==> config.mk <==
export PLATFORM = sky130hd
export DESIGN_NAME = ripple_alu
export DESIGN_NICKNAME = d
export VERILOG_FILES = /design/src/rtl/alu_pkg.sv /design/src/rtl/alu_bit_slice.sv /design/src/rtl/alu_operand_sel.sv /design/src/rtl/alu_msb_flags.sv /design/src/rtl/ripple_alu.sv
export SDC_FILE = /design/constraint.sdc
export NUM_CORES = 1
export LEC_CHECK = 0
export ABC_CLOCK_PERIOD_IN_PS = 16400
export BUFFER_PORTS_ARGS = -buffer_cell sky130_fd_sc_hd__buf_2
export CAP_MARGIN = 20
export CORE_MARGIN = 2
export CORE_UTILIZATION = 48
export DETAILED_ROUTE_END_ITERATION = 8
export PLACE_DENSITY = 0.83
export SLEW_MARGIN = 30
export SYNTH_ARGS = -nofsm -noshare
export SYNTH_HDL_FRONTEND = slang
export SYNTH_HIERARCHICAL = 1
export SYNTH_SLANG_ARGS = --single-unit
export TNS_END_PERCENT = 100
==> constraint.sdc <==
create_clock -name vclk -period 16.4
set_input_delay 0.82 -clock vclk [all_inputs]
set_output_delay 0.82 -clock vclk [all_outputs]
set_load 0.03 [all_outputs]
==> src/rtl/alu_pkg.sv <==
// Shared operation codes and field positions for the ripple ALU.
package alu_pkg;
    // Operation codes; bit 2 negates operand B and feeds the first carry-in.
    localparam logic [2:0] OP_AND = 3'b000;
    localparam logic [2:0] OP_OR  = 3'b001;
    localparam logic [2:0] OP_ADD = 3'b010;
    localparam logic [2:0] OP_SUB = 3'b110;
    localparam logic [2:0] OP_SLT = 3'b111;
    localparam logic [2:0] OP_ANDN = 3'b100;
    localparam logic [2:0] OP_ORN  = 3'b101;

    // Per-slice output selector in op bits 1..0.
    typedef enum logic [1:0] {
        SEL_AND  = 2'b00,
        SEL_OR   = 2'b01,
        SEL_SUM  = 2'b10,
        SEL_LESS = 2'b11
    } slice_sel_e;

    localparam int NEG_BIT = 2;
endpackage

==> src/rtl/alu_bit_slice.sv <==
// One bit of the ALU: AND, OR and full-adder sum are formed in parallel,
// then a 4-way mux picks one. Assumes b_neg_i is common to all slices.
module alu_bit_slice
    import alu_pkg::*;
(
    input  logic       a_i,
    input  logic       b_i,
    input  logic       b_neg_i,
    input  logic       carry_i,
    input  logic       less_i,
    input  slice_sel_e sel_i,
    output logic       res_o,
    output logic       carry_o
);
    logic b_eff;
    logic and_v;
    logic or_v;
    logic sum_v;

    // Form all candidate results at once.
    always_comb begin
        b_eff   = b_i ^ b_neg_i;
        and_v   = a_i & b_eff;
        or_v    = a_i | b_eff;
        sum_v   = a_i ^ b_eff ^ carry_i;
        carry_o = (a_i & b_eff) | (a_i & carry_i) | (b_eff & carry_i);
    end

    // Output mux controlled by the slice selector.
    always_comb begin
        unique case (sel_i)
            SEL_AND:  res_o = and_v;
            SEL_OR:   res_o = or_v;
            SEL_SUM:  res_o = sum_v;
            SEL_LESS: res_o = less_i;
            default:  res_o = 1'b0;
        endcase
    end
endmodule

==> src/rtl/alu_operand_sel.sv <==
// Chooses operand B from a register or a widened immediate.
// Assumes WIDTH > IMM_W.
module alu_operand_sel #(
    parameter int WIDTH = 32,
    parameter int IMM_W = 16
) (
    input  logic [WIDTH-1:0] reg_i,
    input  logic [IMM_W-1:0] imm_i,
    input  logic             use_imm_i,
    input  logic             sext_i,
    output logic [WIDTH-1:0] opnd_o
);
    localparam int EXT_W = WIDTH - IMM_W;

    logic             fill_bit;
    logic [WIDTH-1:0] imm_wide;

    // Widen the immediate by sign or zero fill, then pick the source.
    always_comb begin
        fill_bit = sext_i & imm_i[IMM_W-1];
        imm_wide = {{EXT_W{fill_bit}}, imm_i};
        opnd_o   = use_imm_i ? imm_wide : reg_i;
    end
endmodule

==> src/rtl/alu_msb_flags.sv <==
// Signed overflow and corrected sign of the top slice. Overflow is the
// disagreement of carry into and out of the MSB; the set bit is the MSB
// sum corrected by that overflow, so it is the true sign of A - B.
module alu_msb_flags (
    input  logic a_msb_i,
    input  logic b_msb_i,
    input  logic b_neg_i,
    input  logic carry_in_msb_i,
    input  logic carry_out_msb_i,
    output logic ovf_o,
    output logic set_o
);
    logic sum_msb;

    // Recompute the MSB sum and derive both flags.
    always_comb begin
        sum_msb = a_msb_i ^ (b_msb_i ^ b_neg_i) ^ carry_in_msb_i;
        ovf_o   = carry_in_msb_i ^ carry_out_msb_i;
        set_o   = sum_msb ^ ovf_o;
    end
endmodule

==> src/rtl/ripple_alu.sv <==
// Top of the ripple-carry ALU: operand mux, WIDTH replicated slices with a
// carry chain, MSB flag logic feeding bit 0's Less input, and a zero detect.
// Purely combinational; no clock or reset.
module ripple_alu
    import alu_pkg::*;
#(
    parameter int WIDTH = 32,
    parameter int IMM_W = 16
) (
    input  logic [2:0]       op_sel,
    input  logic [WIDTH-1:0] a_in,
    input  logic [WIDTH-1:0] reg_b,
    input  logic [IMM_W-1:0] imm_in,
    input  logic             use_imm,
    input  logic             imm_signed,
    output logic [WIDTH-1:0] result,
    output logic             zero_flag,
    output logic             ovf_flag,
    output logic             carry_out
);
    localparam int MSB = WIDTH - 1;

    logic [WIDTH-1:0] opnd_b;
    logic             carry_c [WIDTH+1];
    logic             b_neg;
    slice_sel_e       sel;
    logic             ovf_raw;
    logic             set_w;

    // Decode the operation code into negate and selector fields.
    always_comb begin
        b_neg      = op_sel[NEG_BIT];
        sel        = slice_sel_e'(op_sel[1:0]);
        carry_c[0] = b_neg;
    end

    alu_operand_sel #(
        .WIDTH (WIDTH),
        .IMM_W (IMM_W)
    ) u_opsel (
        .reg_i     (reg_b),
        .imm_i     (imm_in),
        .use_imm_i (use_imm),
        .sext_i    (imm_signed),
        .opnd_o    (opnd_b)
    );

    for (genvar i = 0; i < WIDTH; i++) begin : g_slice
        logic less_w;
        if (i == 0) begin : g_lsb
            assign less_w = set_w;
        end else begin : g_upper
            assign less_w = 1'b0;
        end

        alu_bit_slice u_slice (
            .a_i     (a_in[i]),
            .b_i     (opnd_b[i]),
            .b_neg_i (b_neg),
            .carry_i (carry_c[i]),
            .less_i  (less_w),
            .sel_i   (sel),
            .res_o   (result[i]),
            .carry_o (carry_c[i+1])
        );
    end

    alu_msb_flags u_msb (
        .a_msb_i         (a_in[MSB]),
        .b_msb_i         (opnd_b[MSB]),
        .b_neg_i         (b_neg),
        .carry_in_msb_i  (carry_c[MSB]),
        .carry_out_msb_i (carry_c[WIDTH]),
        .ovf_o           (ovf_raw),
        .set_o           (set_w)
    );

    // Flags: zero as NOR of the result, overflow only for the sum select.
    always_comb begin
        zero_flag = ~|result;
        ovf_flag  = (sel == SEL_SUM) & ovf_raw;
        carry_out = carry_c[WIDTH];
    end
endmodule

==> flow_summary.toml <==
[outcome]
status = "finished, final reports clean"

[clock_tree]
hold_buffers = 0
cts_setup_buffers = 0

[layout]
nClkBuffers = 0
seq_cells = 0
layout.nets = 662
finish.instance_area_sq_um = 4270
fillers = 574
seqCellArea_sq_um = 0
syn_to_final_growth_pct = 27.3
layout-drive-gt1-share_pct = 43.6

[worst_hold_path]
min_path_type = "input pin to output pin"
hp-start = "op_sel[0]"
hold_end = "ovf_flag"
hold_depth = 3

[job]
drv_cap = 0

[global_route]
grt_pass1_vias = 2922
grt_max_degree = 34
grt_use_total_pct = 21.1
grt.overflow.total = 0
grt_first_pass_wirelength_mm = 12.9
antenna_found_initial = 1

[detailed_routing]
vias_per_cell = 4.87
wl_mm = 7.97
drt-initial-drc-count = 90
final_antenna_net_count = 0
drcViolationCount = 0
vias = 2728
route.detailed.wl_per_inst_um = 14.2
dr.pass1.iters = 6

[sta]
setup_viol = 0
timing.hold.ws_ns = 2.33
finalMaxSlewViolations = 0
fmax_mhz = 62.7
finalHoldViolations = 0
setup_ws_ns = 0.458
min_period_ns = 15.94
relSlewSlack_pct = 44.8
period_share_pct = 97.2
worst_slew_pin_slew_ns = 0.828
grt_setup_unrepaired = "false"
tns_ns = 0

[power_and_ir_drop]
combPwrFrac_pct = 100.0
power_density_nw_per_um2 = 46.4
p_leak_nw = 2.36
p_int_uw = 85.5
seqPwrFrac_pct = 0
vdd_drop_max_mv = 0.0253
power_switching_share_pct = 56.8
p_clk_share_pct = 0
power.switching_uw = 112

[synthesis]
avgSynthCellArea_sq_um = 10.2
synthCells = 328
ys_warn_count = 6
netlist_area_sq_um = 3350
synth.distinct_cells = 20
ys_top_cells_by_count = "112 x inv_1, 64 x ha_1, 34 x xor2_1"
yosysMostFrequentCell = "inv_1"
yosys-top-cells-area = "ha_1 24%, mux4_2 22%, fa_1 19%, inv_1 13%, xor2_1 8.9%"
yosysSeqAreaShare_pct = 0
netlist.area_leader.share_pct = 23.9
synth_top_cell_by_area = "ha_1"

[placement]
dp_hpwl_mm = 6.83
port_buffers = 120
gp_congestion = 0.830
place_area_sq_um = 4230
dpl_worst_slack_ns = -0.352

[floorplanning]
die_y_um = 87.6
die_w_um = 87.6
initial_core_util_pct = 49.6
die-area_sq_um = 7670
fp-row-count = 30
core_area_sq_um = 6760
num_io_pins = 120

[critical_path]
critPathTopFamily = "adder cells"
slowest_stage = "mux4_2"
crit_fanout = 2
arrival_ns = 15.12
slowest_delay_ns = 0.50
worstSetupStartpointType = "input pin"
crit_top_cell = "fa_2"
worstPathBufferInverterCount = 2
worstSetupEndpointType = "output pin"
path_depth = 42
required_ns = 15.58
worstSetupPathType = "input pin to output pin"
routing by layer:
layer	GRT usage, %	routed length (um)	vias up
li1	-	-	1293
met1	25.1	3170	1321
met2	40.2	4190	99
met3	1.98	434	15
met4	5.87	188	0
met5	0	0	-
worst max path at each step:
stage / startpoint / end / slack [ns]
2_1_floorplan: use_imm / zero_flag / 0.04
3_3_place_gp: use_imm / zero_flag / -0.04
3_5_place_dp: use_imm / zero_flag / -0.35
4_1_cts: use_imm / zero_flag / 0.06
5_1_grt: use_imm / zero_flag / 0.01
6_report: use_imm / zero_flag / 0.46
cells by family (layout without fill, tap and decap cells):
group	Yosys count	after routing	synth area share, %
buf+inv	117	238	13.9
fa+ha+maj	96	96	43.0
mux	48	48	28.5
xor+xnor	36	36	9.41
compound gates	16	16	2.39
simple gates	14	14	2.69
other cells	1	32	0.112
stage by stage:
| stage | util [%] | power, mW | instances |
|---|---|---|---|
| after floorplan | - | 0.134 | 358 |
| after global placement | 62.5 | 0.186 | 559 |
| after detailed placement | 62.6 | 0.197 | 559 |
| after CTS | 62.9 | 0.199 | 559 |
| after global routing | 63.1 | 0.218 | 559 |
| final | 63.1 | 0.198 | 560 |
power by group through the flow:
| stage | Clock (mW) | Combinational [mW] | Sequential (mW) |
|---|---|---|---|
| finish | 0.00000000816 | 0.198 | 0 |
| global route | 0 | 0.218 | 0 |
| CTS | 0 | 0.199 | 0 |
| detailed placement | 0 | 0.197 | 0 |
| global placement | 0 | 0.186 | 0 |
| floorplan | 0 | 0.134 | 0 |
cells in the final DEF, fill, tap and decap left out, types with 2 or more instances in the layout:
| cell | count |
|---|---|
| conb_1 | 31 |
| fa_1 | 2 |
| o21ai_0 | 16 |
| mux2_4 | 14 |
| nor4_1 | 6 |
| ha_1 | 64 |
| nand4_1 | 2 |
| buf_4 | 8 |
| nor4_2 | 2 |
| mux2_2 | 2 |
| xor2_1 | 34 |
| buf_2 | 118 |
| fa_2 | 30 |
| mux4_2 | 32 |
| inv_1 | 112 |
tightest hold or removal path: stages:
cell,delay (ns)
buf_4,0.29
nor2_1,0.17
buf_2,0.20
cell type report:
| type | instances | area (sq um) | area share, % |
|---|---|---|---|
| tap | 80 | 100 | 2.35 |
| timing repair buffer | 126 | 651 | 15.2 |
| multi-input combinational | 241 | 3090 | 72.5 |
| inverter | 112 | 420 | 9.85 |
| antenna | 1 | 2.50 | 0.0587 |
timing repair:
item	CTS	global route
hold endpoints to repair	0	0
resized for setup	8	5
pin swaps	0	0
setup endpoints to repair	1	1
(Power assumes the default switching activity.)
